### src/rtl/nixie_pkg.sv
package nixie_pkg;

    localparam int DIGITS    = 6;
    localparam int SLOT_W    = 8;
    localparam int CODE_W    = 4;
    localparam int FRAME_W   = DIGITS * SLOT_W;
    localparam int BIT_IDX_W = $clog2(FRAME_W);

    typedef enum logic [1:0] {
        ST_IDLE,
        ST_LOW,
        ST_HIGH,
        ST_LATCH
    } seq_state_e;

    typedef struct packed {
        logic [4:0] hr;
        logic [5:0] mn;
        logic [5:0] sc;
    } tod_t;

    // Scrambled decimal-to-decoder code substitution.
    function automatic logic [CODE_W-1:0] digit_code(input logic [3:0] d);
        logic [CODE_W-1:0] c;
        case (d)
            4'd0:    c = 4'd11;
            4'd1:    c = 4'd9;
            4'd2:    c = 4'd12;
            4'd3:    c = 4'd8;
            4'd4:    c = 4'd0;
            4'd5:    c = 4'd4;
            4'd6:    c = 4'd1;
            4'd7:    c = 4'd3;
            4'd8:    c = 4'd2;
            4'd9:    c = 4'd10;
            default: c = 4'd0;
        endcase
        return c;
    endfunction

    function automatic logic [5:0] clamp_to(input logic [5:0] v, input logic [5:0] top);
        return (v > top) ? top : v;
    endfunction

    function automatic logic [3:0] tens_of(input logic [5:0] v);
        return 4'(v / 6'd10);
    endfunction

    function automatic logic [3:0] units_of(input logic [5:0] v);
        return 4'(v % 6'd10);
    endfunction

    // One slot: flag, code MSB..LSB, then three flag copies.
    function automatic logic [SLOT_W-1:0] make_slot(input logic [CODE_W-1:0] code,
                                                    input logic flag);
        return {flag, code, flag, flag, flag};
    endfunction

endpackage

### src/rtl/nixie_frame_pack.sv
module nixie_frame_pack
    import nixie_pkg::*;
#(
    parameter int HOUR_OFFSET = 3
) (
    input  tod_t               tod,
    input  logic               flag,
    output logic [FRAME_W-1:0] frame
);

    logic [5:0] hr_clamped;
    logic [5:0] mn_clamped;
    logic [5:0] sc_clamped;
    logic [5:0] hr_sum;
    logic [5:0] hr_shown;
    logic [3:0] dig [DIGITS];

    always_comb begin
        hr_clamped = clamp_to({1'b0, tod.hr}, 6'd23);
        mn_clamped = clamp_to(tod.mn, 6'd59);
        sc_clamped = clamp_to(tod.sc, 6'd59);
        hr_sum     = hr_clamped + 6'(HOUR_OFFSET);
        hr_shown   = (hr_sum >= 6'd24) ? (hr_sum - 6'd24) : hr_sum;
        dig[0]     = tens_of(hr_shown);
        dig[1]     = units_of(hr_shown);
        dig[2]     = tens_of(mn_clamped);
        dig[3]     = units_of(mn_clamped);
        dig[4]     = tens_of(sc_clamped);
        dig[5]     = units_of(sc_clamped);
    end

    // Slot 0 occupies the top bits so it leaves the shifter first.
    for (genvar g = 0; g < DIGITS; g++) begin : g_slot
        assign frame[FRAME_W-1-g*SLOT_W -: SLOT_W] = make_slot(digit_code(dig[g]), flag);
    end

endmodule

### src/rtl/nixie_phase_timer.sv
module nixie_phase_timer #(
    parameter int DIV_W = 8
) (
    input  logic             clk,
    input  logic             rst,
    input  logic             clear,
    input  logic [DIV_W-1:0] half,
    output logic             tick
);

    logic [DIV_W-1:0] cnt;
    logic [DIV_W-1:0] limit;

    assign limit = (half == '0) ? DIV_W'(1) : half;
    assign tick  = !clear && (cnt == limit - DIV_W'(1));

    always_ff @(posedge clk) begin
        if (rst || clear || tick) begin
            cnt <= '0;
        end else begin
            cnt <= cnt + DIV_W'(1);
        end
    end

endmodule

### src/rtl/nixie_shift_seq.sv
module nixie_shift_seq
    import nixie_pkg::*;
(
    input  logic               clk,
    input  logic               rst,
    input  logic               start,
    input  logic [FRAME_W-1:0] frame_in,
    input  logic               tick,
    output logic               timer_clear,
    output logic               sdata,
    output logic               sclk,
    output logic               slatch,
    output logic               busy,
    output logic               done,
    output logic               blink
);

    seq_state_e           state;
    logic [FRAME_W-1:0]   shreg;
    logic [BIT_IDX_W-1:0] idx;

    assign timer_clear = (state == ST_IDLE);
    assign busy        = (state != ST_IDLE);

    always_ff @(posedge clk) begin
        if (rst) begin
            state  <= ST_IDLE;
            shreg  <= '0;
            idx    <= '0;
            sdata  <= 1'b0;
            sclk   <= 1'b0;
            slatch <= 1'b0;
            done   <= 1'b0;
            blink  <= 1'b0;
        end else begin
            done <= 1'b0;
            case (state)
                ST_IDLE: begin
                    if (start) begin
                        sdata <= frame_in[FRAME_W-1];
                        shreg <= frame_in << 1;
                        idx   <= '0;
                        state <= ST_LOW;
                    end
                end
                ST_LOW: begin
                    if (tick) begin
                        sclk  <= 1'b1;
                        state <= ST_HIGH;
                    end
                end
                ST_HIGH: begin
                    if (tick) begin
                        sclk <= 1'b0;
                        if (idx == BIT_IDX_W'(FRAME_W - 1)) begin
                            sdata  <= 1'b0;
                            slatch <= 1'b1;
                            state  <= ST_LATCH;
                        end else begin
                            sdata <= shreg[FRAME_W-1];
                            shreg <= shreg << 1;
                            idx   <= idx + BIT_IDX_W'(1);
                            state <= ST_LOW;
                        end
                    end
                end
                ST_LATCH: begin
                    if (tick) begin
                        slatch <= 1'b0;
                        done   <= 1'b1;
                        blink  <= ~blink;
                        state  <= ST_IDLE;
                    end
                end
                default: state <= ST_IDLE;
            endcase
        end
    end

endmodule

### src/rtl/nixie_frame_tx.sv
module nixie_frame_tx
    import nixie_pkg::*;
#(
    parameter int DIV_W       = 8,
    parameter int HOUR_OFFSET = 3
) (
    input  logic             clk,
    input  logic             rst,
    input  logic             start,
    input  logic [4:0]       hours,
    input  logic [5:0]       minutes,
    input  logic [5:0]       seconds,
    input  logic [DIV_W-1:0] half_period,
    output logic             ser_data,
    output logic             ser_clk,
    output logic             ser_latch,
    output logic             busy,
    output logic             done,
    output logic             sep_blink
);

    tod_t               tod;
    logic [FRAME_W-1:0] frame;
    logic               tick;
    logic               timer_clear;

    assign tod = '{hr: hours, mn: minutes, sc: seconds};

    nixie_frame_pack #(.HOUR_OFFSET(HOUR_OFFSET)) u_pack (
        .tod   (tod),
        .flag  (sep_blink),
        .frame (frame)
    );

    nixie_phase_timer #(.DIV_W(DIV_W)) u_timer (
        .clk   (clk),
        .rst   (rst),
        .clear (timer_clear),
        .half  (half_period),
        .tick  (tick)
    );

    nixie_shift_seq u_seq (
        .clk         (clk),
        .rst         (rst),
        .start       (start),
        .frame_in    (frame),
        .tick        (tick),
        .timer_clear (timer_clear),
        .sdata       (ser_data),
        .sclk        (ser_clk),
        .slatch      (ser_latch),
        .busy        (busy),
        .done        (done),
        .blink       (sep_blink)
    );

endmodule

### config.mk
export PLATFORM = sky130hd
export DESIGN_NAME = nixie_frame_tx
export DESIGN_NICKNAME = d
export VERILOG_FILES = /design/src/rtl/nixie_pkg.sv /design/src/rtl/nixie_frame_pack.sv /design/src/rtl/nixie_phase_timer.sv /design/src/rtl/nixie_shift_seq.sv /design/src/rtl/nixie_frame_tx.sv
export SDC_FILE = /design/constraint.sdc
export NUM_CORES = 1
export LEC_CHECK = 0
export ABC_AREA = 1
export CELL_PAD_IN_SITES_DETAIL_PLACEMENT = 1
export CELL_PAD_IN_SITES_GLOBAL_PLACEMENT = 1
export CORE_ASPECT_RATIO = 1.75
export CORE_UTILIZATION = 40
export DETAILED_ROUTE_END_ITERATION = 8
export HOLD_SLACK_MARGIN = 0.1
export PLACE_DENSITY = 0.75
export SLEW_MARGIN = 5
export SYNTH_ARGS = -nofsm -noshare
export SYNTH_HDL_FRONTEND = slang
export SYNTH_SLANG_ARGS = --single-unit
### constraint.sdc
create_clock -name clk -period 6.85 [get_ports clk]
set_clock_uncertainty 0.1 [all_clocks]
set_input_delay 2.055 -clock clk [delete_from_list [all_inputs] [get_ports clk]]
set_output_delay 2.055 -clock clk [all_outputs]
set_load 0.01 [all_outputs]
=== Word level (Yosys, flattened, before mapping) ===
Memory sizes are Yosys's and may differ from the RTL's.
Cells that the tools add are included.

* Add/subtract/negate cells: 5
* Divide/modulo/power cells: 6
* $lt $le $gt $ge: 4
* Equality and inequality tests: 11
* Mux-type cells: 30
* Bitwise operators: 2
* Reduce and logical (&&, ||, !) cells: 17

{| class="wikitable"
|+ Operators with widths
! kind !! count
|-
| $mux 48 || 3
|-
| $pmux 48 s2 || 1
|-
| $mux 6 || 6
|-
| $div 6x4->6 const B || 3
|-
| $mod 6x4->6 const B || 3
|-
| $gt 6x6->1 const B || 2
|-
| $pmux 6 s2 || 1
|-
| $reduce_and 4->1 || 3
|-
| $mux 2 || 5
|-
| $ne 2x2->1 const B || 5
|-
| $add 8x1->8 const B || 1
|-
| $eq 8x8->1 || 1
|-
| $logic_not 8->1 || 1
|-
| $mux 1 || 8
|-
| $mux 8 || 1
|-
| $pmux 2 s4 || 1
|-
| $reduce_bool 2->1 || 4
|-
| $sub 8x1->8 const B || 1
|-
| $add 6x1->6 const B || 1
|-
| $add 6x2->6 const B || 1
|-
| $eq 6x6->1 const B || 1
|-
| $ge 6x5->1 const B || 1
|-
| $pmux 1 s2 || 3
|-
| $reduce_and 3->1 || 2
|-
| other kinds (13) || 16
|}

* Register bits after elaboration: 69
* Bits in read-only memories: 384
* Bits of input ports: 28
* Output and inout bits: 6
* Word-level logic and storage cells: 90
* Memories kept: 6

{| class="wikitable"
|+ Memory list
! memory !! words !! width !! read ports !! clocked after Yosys merged registers in !! write ports !! RTL line !! RTL
|-
| (no name shown) || 16 || 4 || 1 || 0 || 0 || nixie_pkg.sv:25 || <nowiki>case (d)</nowiki>
|-
| (no name shown) || 16 || 4 || 1 || 0 || 0 || nixie_pkg.sv:25 ||
|-
| (no name shown) || 16 || 4 || 1 || 0 || 0 || nixie_pkg.sv:25 ||
|-
| (no name shown) || 16 || 4 || 1 || 0 || 0 || nixie_pkg.sv:25 ||
|-
| (no name shown) || 16 || 4 || 1 || 0 || 0 || nixie_pkg.sv:25 ||
|-
| (no name shown) || 16 || 4 || 1 || 0 || 0 || nixie_pkg.sv:25 ||
|}

=== Longest topological paths before layout ===
An unclocked memory read counts as a cell.

* Depth in word-level cells: 9
* Gate-level depth with buffers: 24
* Depth with buffers taken out: 24

=== Modules after synthesis ===
Synthesis repeated with hierarchy kept, for this count alone.

* Cell total of the unflattened synthesis: 810
* Area, all modules: 4827.1 um^2

{| class="wikitable"
|+ By module, submodules not included
! module !! times used !! cells each !! area each (um^2) !! sequential area each (um^2)
|-
| nixie_shift_seq || 1 || 454 || 2841.5 || 1201.2
|-
| nixie_frame_pack || 1 || 243 || 1323.8 || 0.0
|-
| nixie_phase_timer || 1 || 113 || 661.9 || 160.2
|}

=== Worst setup path before layout ===
OpenSTA, ideal clock, no wires.

* Kind: input-to-reg
* Start point: input half_period[5]
* End point: register u_seq.shreg[2]
* Library setup time: 0.132 ns
* Arrival time: 4.092 ns
* Required time: 6.618 ns
* Slack: 2.526 ns
* Cell stages on the path: 19
* Path buffers: 1
* Cells stage by stage: inv_1 > nand2_1 > nor2_2 > nand3_2 > nand2_2 > inv_1 > ha_1 > or2_2 > nand3_1 > nand2_1 > nor3_1 > o21ai_0 > inv_1 > nand3_1 > nand2_2 > nand2_4 > buf_2 > a21boi_0 > a21oi_1

* Cells in the longest elaborated chain, start to end: 7

{| class="wikitable"
|+ RTL lines
! element !! RTL line !! RTL
|-
| from (decl) || nixie_frame_tx.sv:13 || <nowiki>input logic [DIV_W-1:0] half_period,</nowiki>
|-
| $logic_not 8->1 || nixie_phase_timer.sv:14 || <nowiki>assign limit = (half == '0) ? DIV_W'(1) : half;</nowiki>
|-
| $mux 8 (*) || nixie_phase_timer.sv:14 ||
|-
| $sub 8x1->8 (*) || nixie_phase_timer.sv:15 || <nowiki>assign tick = !clear && (cnt == limit - DIV_W'(1));</nowiki>
|-
| $eq 8x8->1 (*) || nixie_phase_timer.sv:15 ||
|-
| $logic_and 1x1->1 (*) || nixie_phase_timer.sv:15 ||
|-
| $ne 2x2->1 (no source line) (*) || n/a ||
|-
| $reduce_and 4->1 (no source line) (*) || n/a ||
|-
| to (signal assigned) || nixie_shift_seq.sv:41 || <nowiki>shreg <= frame_in << 1;</nowiki>
|-
| to (signal assigned) || nixie_shift_seq.sv:61 || <nowiki>shreg <= shreg << 1;</nowiki>
|-
| to (decl) || nixie_shift_seq.sv:19 || <nowiki>logic [FRAME_W-1:0] shreg;</nowiki>
|}

Mark *: on every way between the ends. The rest lies on a longest branch, timed or not.
A chain may end at the register's enable or synchronous reset.

=== Final worst setup path ===
* Start point: input half_period[3]
* End point: register u_seq.shreg[41]

Same word-level chain as after synthesis.

==> results.md <==
* CTS tree: done
* Worst path arrival time at 5.49 ns
* Die X at around 80 µm
* Placed cell count at about 800
* Slew margin rel. at between 40% and 50%
* Initial antenna violation count at 0
* H-tree depth at 3
* # clock sinks at just under 70
* Wire per inst at ~14 µm
* # Post-CTS Setup Buffers at 0
* Startpoint type of the worst setup path: input pin
* Top_reg_cell synth: dfxtp_1
* WHS Endpoint: u_seq.shreg[1]
* Ratio of cells with drive above 1 in the final layout at ~10%
* Worst R2R End: u_seq.shreg[41]
* Root buf cell: clkbuf_16
* Min-Delay Startpoint: u_seq.shreg[1]
* Remaining DRCs at 0
* Area post-placement at 4700 µm²
* Starting Density at 41.5%
* Largest net degree at the start of global routing at 59
* Most frequent cell after synthesis: nand2_1
* Total gr overflow at 0
* Min setup slack post-route at 1.52 ns
* Peak supply drop at 115 µV
* CTS Buffer Depth at 2
* Hold path depth at 2
* DRT iter0 DRCs at around 160
* Row count at 49
* CP endpoint kind: flop
* Routed Antenna Nets at 0
* Syn Std Cell Area at 4300 µm²
* Top-area cell type share of the netlist area at 31.7%
* IO Count at 34
* Finished Cell Area at 4940 µm²
* Gpl congestion at 0.745
* Min cycle time layout at ~5.3 ns
* R2r worst-path depth at 9
* Via count at 4257
* Final Non-Filler Cells at 802
* Reg2reg setup slack at 4.08 ns
* Final setup fails at 0
* Max cap viols at 0
* Crit share post-route at 77.9%
* Post_cts resized at 0
* Run status: completed
* R2R Path Start: u_seq.state[1]
* Pre-CTS setup slack at 1.15 ns
* Fin. max-slew vios at 0
* CTS Buf Count at 9
* F_max at about 0.19 GHz
* Hold WC Path Type: reg -> reg
* Critical Path RT at roughly 7.0 ns
* Diodes inserted at 0
* Synthesized flop and latch total at 68
* Yosys top cell by area: dfxtp_1
* Final wirelength at 11.3 mm
* Ys async rst share at 0%
* Static Leakage at ~0.0022 µW
* Top area cells in the synthesized netlist: dfxtp_1 (32%), nand2_1 (13%), a21oi_1 (6.2%)
* Core area at 10400 µm²
* Seq/Total Area, Yosys at a little under a third
* Layout area overhead at 14.9%
* Syn_nets at 690
* Hold_buf cts at 0
* Global-route wire length before repair at around 19 mm
* Setup TNS at 0 ns
* Via density per instance at 5.31
* Unrepaired setup endpoints after global routing: false
* Total Power at roughly 1100 µW
* Die Area at ~11000 µm²
* Total GRT Usage at 21.6%
* Number of enable flip-flop cells after synthesis at 0
* Vias in the first global route at approximately 4400
* P per Cell Area at 229 nW/µm²
* WS Path Type: in -> reg
* Clk slew on worst S/H paths at roughly 0.05 ns
* Fin. Hold Viols at 0
* Synth warn at 0
* Post-Synthesis Cells at 650
* Die height at 139 µm
* Top post-synthesis cells by count: nand2_1 (153), nor2_1 (69), dfxtp_1 (68)
* Dpl hpwl at 8.35 mm
* Worst-Margin Slew at a little under 0.9 ns
* Syn Area/Cell at 6.62 µm²
* Count of different cell masters after synthesis at 40
* Clk Latency, worst-skew pair at 0.33 ns
* Worst Path Max Fanout at between 50 and 60
* Port bufs at 33
* Pre-Repair DR Iteration Count at 4
* Nets@finish at 713
==> where the power goes <==
group | leakage, µW | switching [µW] | total [µW] | internal (µW)
combinational | 0.00149 | 191 | 298 | 107
sequential | 0.000556 | 15.7 | 439 | 424
clock | 0.000127 | 158 | 394 | 235
==> cells in the final DEF, fill, tap and decap left out, types with 6 or more instances in the layout <==
cell / count
o21ai_1: 12
a21boi_0: 6
a211oi_1: 17
ha_1: 12
inv_1: 63
o21ai_0: 39
clkdlybuf4s50_1: 33
dfxtp_1: 68
nor2_1: 68
nand2_2: 20
xnor2_1: 7
xor2_1: 7
clkbuf_16: 9
inv_2: 8
a21oi_1: 53
nand2_4: 7
nand2_1: 153
nand3_1: 43
==> sequential cells by signal, summed over array words and instances (netlist names) <==
signal,flops
u_seq.done,1
u_seq.state,2
u_seq.shreg,47
u_seq.sclk,1
u_seq.idx,6
u_seq.slatch,1
u_seq.blink,1
u_seq.sdata,1
u_timer.cnt,8
==> per-layer routing <==
metal / GRT usage [%] / up-vias / part of all wire, %
met5: 0 / - / 0
met4: 9.77 / 0 / 2.6
met3: 2.43 / 19 / 1.7
met2: 42.4 / 50 / 57
met1: 21.4 / 2031 / 38
li1: - / 2157 / -
==> stage by stage <==
step / hold WS, ns / util [%]
CTS: 0.365 / 47.7
finish: 0.364 / 47.7
detailed placement: 0.357 / 45.3
floorplan: 0.341 / -
global route: 0.383 / 47.7
global placement: 0.354 / 45.3
==> worst max-delay path, stage by stage <==
cell	delay (ns)
clkdlybuf4s50_1	0.47
inv_2	0.07
nand2_1	0.09
nor2_2	0.15
nand3_2	0.08
nand2_2	0.14
inv_1	0.06
ha_1	0.22
or2_2	0.31
nand3_1	0.07
nand2_1	0.05
nor3_1	0.14
o21ai_0	0.10
inv_1	0.08
nand3_1	0.09
nand2_2	0.14
nand2_4	0.32
inv_4	0.50
o21ai_0	0.17
nor2_1	0.17
==> worst max-delay path by stage <==
stage               slack (ns)         endpoint  cells past startpoint      startpoint
floorplan                 2.53   u_seq.shreg[2]                     19  half_period[5]
global placement          1.26   u_seq.shreg[3]                     20  half_period[3]
detailed placement        1.15  u_seq.shreg[45]                     20  half_period[3]
CTS                       1.47  u_seq.shreg[41]                     20  half_period[3]
global route              1.13  u_seq.shreg[19]                     20  half_period[3]
finish                    1.52  u_seq.shreg[41]                     20  half_period[3]
==> cell families after synthesis <==
family,synth area share [%]
adders and majority gates,3.49
and+or+nand+nor,33.0
DFF,31.7
xor gates and xnor gates,2.85
AOI/OAI and AO/OA,19.7
buffers and inverters,9.31
==> area by class of cell <==
class	instances	area, µm²
fill	1376	5420
multi-input combinational	485	2550
sequential	68	1360
timing repair buffer	36	353
inverter	73	277
clock buffer	9	225
tap	127	159
clock inverter	4	20.0
No activity file was read; power rests on OpenSTA's default activity.
